## config.mk

```make
export PLATFORM = sky130hd
export DESIGN_NAME = gpio_pad_ctrl
export DESIGN_NICKNAME = d
export VERILOG_FILES = /design/src/rtl/gpio_pad_pkg.sv /design/src/rtl/gpio_mode_dec.sv /design/src/rtl/gpio_in_sync.sv /design/src/rtl/gpio_drv_cell.sv /design/src/rtl/gpio_pad_ctrl.sv
export SDC_FILE = /design/constraint.sdc
export NUM_CORES = 1
export LEC_CHECK = 0
export ABC_AREA = 1
export BUFFER_PORTS_ARGS = -buffer_cell sky130_fd_sc_hd__clkbuf_2
export CAP_MARGIN = 0
export CORE_ASPECT_RATIO = 0.9
export CORE_UTILIZATION = 45
export CTS_CLUSTER_SIZE = 28
export DETAILED_ROUTE_END_ITERATION = 7
export GPL_ROUTABILITY_DRIVEN = 1
export PLACE_DENSITY = 0.86
export SYNTH_ARGS = -nofsm -noshare
export SYNTH_HDL_FRONTEND = slang
export SYNTH_HIERARCHICAL = 1
export SYNTH_SLANG_ARGS = --single-unit
```

## constraint.sdc

```tcl
create_clock -name clk_i -period 1.5 [get_ports clk_i]
set_input_delay 0.225 -clock clk_i [delete_from_list [all_inputs] [get_ports clk_i]]
set_output_delay 0.225 -clock clk_i [all_outputs]
set_load 0.02 [all_outputs]
```

## src/rtl/gpio_pad_pkg.sv

```systemverilog
package gpio_pad_pkg;
  localparam int MODE_W = 4;

  typedef enum logic [MODE_W-1:0] {
    PM_INPUT  = 4'd0,
    PM_OUT_PP = 4'd1,
    PM_OUT_OD = 4'd2,
    PM_ALT_PP = 4'd3,
    PM_ALT_OD = 4'd4,
    PM_ANALOG = 4'd5
  } pad_mode_e;

  typedef struct packed {
    logic drive_en;
    logic use_alt;
    logic push_pull;
    logic pull_ok;
    logic analog;
  } pad_ctl_t;
endpackage

```

## src/rtl/gpio_mode_dec.sv

```systemverilog
module gpio_mode_dec
  import gpio_pad_pkg::*;
(
  input  logic [MODE_W-1:0] mode_i,
  output pad_ctl_t          ctl_o
);
  always_comb begin
    ctl_o = '{drive_en: 1'b0, use_alt: 1'b0, push_pull: 1'b0, pull_ok: 1'b1, analog: 1'b0};
    case (mode_i)
      PM_OUT_PP: begin ctl_o.drive_en = 1'b1; ctl_o.push_pull = 1'b1; end
      PM_OUT_OD: ctl_o.drive_en = 1'b1;
      PM_ALT_PP: begin
        ctl_o.drive_en = 1'b1; ctl_o.push_pull = 1'b1;
        ctl_o.use_alt = 1'b1;  ctl_o.pull_ok = 1'b0;
      end
      PM_ALT_OD: begin
        ctl_o.drive_en = 1'b1; ctl_o.use_alt = 1'b1; ctl_o.pull_ok = 1'b0;
      end
      PM_ANALOG: begin ctl_o.analog = 1'b1; ctl_o.pull_ok = 1'b0; end
      default: ; // input and unused codes
    endcase
  end
endmodule

```

## src/rtl/gpio_in_sync.sv

```systemverilog
module gpio_in_sync #(
  parameter int WIDTH  = 8,
  parameter int STAGES = 2
) (
  input  logic             clk_i,
  input  logic             rst_ni,
  input  logic [WIDTH-1:0] d_i,
  output logic [WIDTH-1:0] q_o
);
  logic [WIDTH-1:0] stage_q [STAGES];

  for (genvar s = 0; s < STAGES; s++) begin : g_stage
    always_ff @(posedge clk_i or negedge rst_ni) begin
      if (!rst_ni)    stage_q[s] <= '0;
      else if (s == 0) stage_q[s] <= d_i;
      else            stage_q[s] <= stage_q[(s == 0) ? 0 : s-1];
    end
  end

  assign q_o = stage_q[STAGES-1];
endmodule

```

## src/rtl/gpio_drv_cell.sv

```systemverilog
module gpio_drv_cell
  import gpio_pad_pkg::*;
(
  input  pad_ctl_t ctl_i,
  input  logic     latch_bit_i,
  input  logic     alt_bit_i,
  input  logic     pull_en_i,
  input  logic     pull_up_sel_i,
  output logic     drv_n_o,
  output logic     drv_p_o,
  output logic     pull_up_o,
  output logic     pull_dn_o
);
  logic data;

  assign data      = ctl_i.use_alt ? alt_bit_i : latch_bit_i;
  assign drv_n_o   = ctl_i.drive_en & ~data;
  assign drv_p_o   = ctl_i.drive_en & ctl_i.push_pull & data;
  assign pull_up_o = ctl_i.pull_ok & pull_en_i & pull_up_sel_i;
  assign pull_dn_o = ctl_i.pull_ok & pull_en_i & ~pull_up_sel_i;
endmodule

```

## src/rtl/gpio_pad_ctrl.sv

```systemverilog
module gpio_pad_ctrl
  import gpio_pad_pkg::*;
#(
  parameter int NUM_PINS    = 8,
  parameter int SYNC_STAGES = 2
) (
  input  logic                       clk_i,
  input  logic                       rst_ni,
  input  logic [NUM_PINS*MODE_W-1:0] mode_i,
  input  logic                       out_wr_en_i,
  input  logic [NUM_PINS-1:0]        out_wr_data_i,
  input  logic [NUM_PINS-1:0]        alt_data_i,
  input  logic [NUM_PINS-1:0]        pull_en_i,
  input  logic [NUM_PINS-1:0]        pull_up_sel_i,
  input  logic [NUM_PINS-1:0]        pad_in_i,
  output logic [NUM_PINS-1:0]        drv_n_o,
  output logic [NUM_PINS-1:0]        drv_p_o,
  output logic [NUM_PINS-1:0]        pull_up_o,
  output logic [NUM_PINS-1:0]        pull_dn_o,
  output logic [NUM_PINS-1:0]        out_rd_o,
  output logic [NUM_PINS-1:0]        in_rd_o
);
  logic [NUM_PINS-1:0] out_latch_q;
  logic [NUM_PINS-1:0] pad_sync;
  logic [NUM_PINS-1:0] analog_sel;

  always_ff @(posedge clk_i or negedge rst_ni) begin
    if (!rst_ni)          out_latch_q <= '0;
    else if (out_wr_en_i) out_latch_q <= out_wr_data_i;
  end

  gpio_in_sync #(.WIDTH(NUM_PINS), .STAGES(SYNC_STAGES)) u_sync (
    .clk_i (clk_i),
    .rst_ni(rst_ni),
    .d_i   (pad_in_i),
    .q_o   (pad_sync)
  );

  for (genvar i = 0; i < NUM_PINS; i++) begin : g_pin
    pad_ctl_t ctl;

    gpio_mode_dec u_dec (
      .mode_i(mode_i[i*MODE_W +: MODE_W]),
      .ctl_o (ctl)
    );

    gpio_drv_cell u_cell (
      .ctl_i        (ctl),
      .latch_bit_i  (out_latch_q[i]),
      .alt_bit_i    (alt_data_i[i]),
      .pull_en_i    (pull_en_i[i]),
      .pull_up_sel_i(pull_up_sel_i[i]),
      .drv_n_o      (drv_n_o[i]),
      .drv_p_o      (drv_p_o[i]),
      .pull_up_o    (pull_up_o[i]),
      .pull_dn_o    (pull_dn_o[i])
    );

    assign analog_sel[i] = ctl.analog;
  end

  assign out_rd_o = out_latch_q;
  assign in_rd_o  = pad_sync | analog_sel; // analog pins read as 1
endmodule

```

### Yosys cells after proc, flatten, opt, wreduce, memory -nomap -nowiden

Index checks and enable logic that the tools add are counted.

| word-level totals | value |
|---|---|
| register bits | 24 |
| word-level logic and storage cells | 188 |
| input port bits | 75 |
| output and inout bits | 48 |

| operators by class | value |
|---|---|
| reduce and logical (&&, ||, !) cells | 32 |
| bitwise gates (word level) | 65 |
| equal/unequal tests | 40 |
| multiplexer cells | 48 |

Operators by type and width:

| operator | number |
|---|---|
| $eq 4x2->1 const B | 16 |
| $eq 4x3->1 const B | 16 |
| $and 1x1->1 | 48 |
| $mux 1 | 48 |
| $eq 4x1->1 const B | 8 |
| $reduce_or 2->1 | 16 |
| $reduce_or 4->1 | 8 |
| $reduce_or 3->1 | 8 |
| $not 1->1 | 16 |
| $or 8x8->8 | 1 |

### Longest topological paths before layout

| logic depth | value |
|---|---|
| depth in word-level cells | 6 |
| mapped depth | 8 |
| gate-level depth less buffers | 8 |

### Modules after synthesis

Netlist, hierarchy kept.

By module, submodules not included:

| module | sequential area each (um^2) | area an instance (um^2) | times used | cells an instance |
|---|---|---|---|---|
| gpio_drv_cell | 0.0 | 68.8 | 8 | 17 |
| gpio_mode_dec | 0.0 | 68.8 | 8 | 17 |
| gpio_in_sync | 400.4 | 460.4 | 1 | 24 |
| gpio_pad_ctrl | 200.2 | 362.8 | 1 | 42 |

### Least setup slack after synthesis

OpenSTA, ideal clock, no wires.

| path | value |
|---|---|
| path kind | input port to output port |
| from | in mode_i[2] |
| to | out drv_p_o[0] |
| setup slack | 440 ps |
| data required time | 1275 ps |
| stages on the path | 7 |
| arrival time | 835 ps |
| path buffers | 0 |
| cells stage by stage | nor2_1 -> nand2_1 -> nand2_1 -> inv_2 -> nand2_1 -> nand2_1 -> nor2_2 |

RTL lines:

| what | RTL line | RTL |
|---|---|---|
| from (decl) | gpio_pad_ctrl.sv:9 | `input logic [NUM_PINS*MODE_W-1:0] mode_i,` |
| to (decl) | gpio_pad_ctrl.sv:17 | `output logic [NUM_PINS-1:0] drv_p_o,` |

==> results.md <==
* Post-DP HPWL at approximately 3.6 mm
* Sequence of cells on the critical path: clkbuf_2 > nor2_1 > nand3_1 > nand2_1 > inv_2 > nand2_1 > nand2_1 > nor2_2 > clkbuf_2
* Latest clock arrival within the worst-skew pair at 0.26 ns
* Setup TNS Final at 0 ns
* CORE AREA at 4100 µm²
* Hold path depth at 1
* ANT cells at 0
* CP Data Required Time at roughly 1.3 ns
* Peak VDD IR at ~0.63 mV
* Hold Crit Endpoint: u_sync/stage_q[11]
* Clock sinks at 24
* Top delay family on crit path: simple AND/OR/NAND/NOR gates
* Register area at 601 µm²
* CTS tree: built
* Synth area leaders: dfrtp_1 (31%), nand2_1 (25%), inv_1 (14%)
* Slew Viols, Final at 0
* Critical path endpoint category: output pin
* Die X at 70.9 µm
* Max Fclk at 0.740 GHz
* Routability Congestion at ~0.8
* Vias in the first global route at 1,903
* Cell taking the most area after synthesis: dfrtp_1
* Min-delay src: pad_in_i[3]
* Initial cell density of the core at 46.9%
* Period utilization at ~90%
* TritonCTS buffer count at 3
* Syn Nets at 413
* Ys flop type: dfrtp_1
* Drt drc at 16
* Tightest Pin Transition at 0.583 ns
* H-tree depth at 1
* Ports at 123
* Hold-fix buffers, CTS at 1
* Hold_ws at around 0.060 ns
* Die Y at 64.0 µm
* Clk buf depth at 2
* Vias post-DR at 2,194
* P&R area growth vs syn at 35.4%
* Area of the multi-input gates at about 940 µm²
* Fillers at 385
* Tmin final at ~1.4 ns
* CP Max Fanout at 4
* Post-synth EDFFs at 0
* Hold crit path type: primary input to flop
* Synthesized area at 1920 µm²
* Yosys cell types at 13
* Slowest CP cell: clkbuf_2
* Max_slew headroom at 61.2%
* Synth Warn # at 6
* Nets at 532
* Std cell rows at 22
* Root buf cell: clkbuf_8
* RR Endpoint: out_rd_o[4]
* Hold Violations, Final at 0
* Worst R2R Setup Slack at 0.85 ns
* Worst path bufs/invs at 3
* Share of layout cells above drive strength 1 at 33.1%
* Worst EP arrival at between 1 and 1.5 ns
* Cells after Synth at 338
* Layout Skew at 0.000299 ns
* Failing checks: DRC
* Unrepaired setup endpoints after global routing: no
* Final setup fails at 0
* Most frequent cell after synthesis: nand2_1
* WL per Instance at 8.16 µm
* Cell leakage power at 1.78 nW
* Synth cell count leaders: nand2_1 (128), inv_1 (72), nor2_1 (40), dfrtp_1 (24)
* Synth top area share at between 30% and 40%
* Initial drt markers at 66
* Remaining Overflow, GRT at 0
* Register-to-Register Path Depth at 2
* Post-CTS setup buffer count at 0
* Max cap viols at 0
* First-pass GRT wire length at 7.20 mm
* Mean Syn Cell Area at 5.69 µm²
* Drt total wl at 4.11 mm
* GRT Total Usage at 19.2%
* CP most frequent cell: nand2_1
* Antenna violations before repair at 0
* R2R Path Start: out_rd_o[4]
* I/O Buffers at 122
* DR vias/cell at ~4.4
* Sequential share of the synthesized area at roughly 31%
* Full die area at 4540 µm²
* Kind of critical path: primary input to output pin
* Pin count of the biggest net entering global routing at 25
* FFs w/ async S/R, synth at 100%
* Pre-antenna DRT Iters at 7
* Outcome: finished with violations
* Post-CTS sizing at 0
* Pwr/cell area at 703 nW/µm²
* Worst setup SP type: primary input
* Worst-path clk slew at 0.09 ns
* Crit-path max cell delay at 0.16 ns
* DRT antenna net count at 0
* Register bit total from synthesis at 24
## routing by layer
metal	global-route usage (%)	vias to the layer above	part of all wire, %
li1	-	1199	-
met1	22.4	915	44
met2	35.6	74	49
met3	3.79	6	5.9
met4	5.00	0	1.2
met5	0	-	0
## logic make-up after synthesis
group	synth area share, %
AO/OA/AOI/OAI	2.08
flip-flops	31.2
AND/OR/NAND/NOR	46.8
buffers and inverters	19.9
## per-stage QoR
stage / power [W] / cells / setup WS, ns / area [µm²] / util (%)
3_3_place_gp: 0.00127 / 499 / 0.223 / 2520 / 61.5
3_5_place_dp: 0.00129 / 499 / 0.163 / 2520 / 61.5
4_1_cts: 0.00185 / 504 / 0.150 / 2610 / 63.5
6_report: 0.00183 / 504 / 0.148 / 2610 / 63.5
2_1_floorplan: 0.00106 / 338 / 0.440 / 1920 / -
5_1_grt: 0.00197 / 504 / 0.0631 / 2610 / 63.5
## final cells by class
cell class | instances | area share, %
clock buffers | 3 | 1.59
multi-input cells | 224 | 36.1
well taps | 48 | 2.31
repair buffers | 123 | 23.8
clock inverters | 1 | 1.15
flip-flops and latches | 24 | 23.1
inverters | 81 | 12.0
## report_power, final
| group | total (W) | leakage, nW | switching (W) | internal, W |
|---|---|---|---|---|
| Combinational | 0.000563 | 1.46 | 0.000349 | 0.000214 |
| Clock | 0.000556 | 0.0357 | 0.000199 | 0.000356 |
| Sequential | 0.000713 | 0.284 | 0.0000257 | 0.000687 |
| Total | 0.00183 | 1.78 | 0.000574 | 0.00126 |
## registers in the layout (all words and copies together), names as in the netlist
signal and cells:
out_rd_o 8, u_sync/q_o 8, u_sync/stage_q 8
## layout by cell type, fill, tap and decap left out
cell type | Yosys | routed
bufinv_16 | 0 | 1
nor2_2 | 16 | 16
dlygate4sd3_1 | 0 | 1
inv_8 | 1 | 1
dfrtp_1 | 24 | 24
nand3_1 | 16 | 16
clkbuf_8 | 0 | 3
or2_1 | 8 | 8
clkbuf_2 | 0 | 122
inv_1 | 72 | 72
nand2_1 | 128 | 128
nor3_1 | 8 | 8
inv_2 | 8 | 8
o21ai_0 | 8 | 8
nor2_1 | 40 | 40
## worst max-delay path by stage
stage | endpoint | slack [ns] | cells past startpoint | from
after floorplan | drv_p_o[0] | 0.44 | 7 | mode_i[2]
after global placement | drv_p_o[0] | 0.22 | 9 | mode_i[2]
after detailed placement | drv_p_o[4] | 0.16 | 9 | mode_i[16]
after CTS | drv_p_o[4] | 0.15 | 9 | mode_i[16]
after global routing | drv_n_o[1] | 0.06 | 9 | mode_i[4]
final | drv_p_o[4] | 0.15 | 9 | mode_i[16]
No activity file was read; power rests on OpenSTA's default activity.
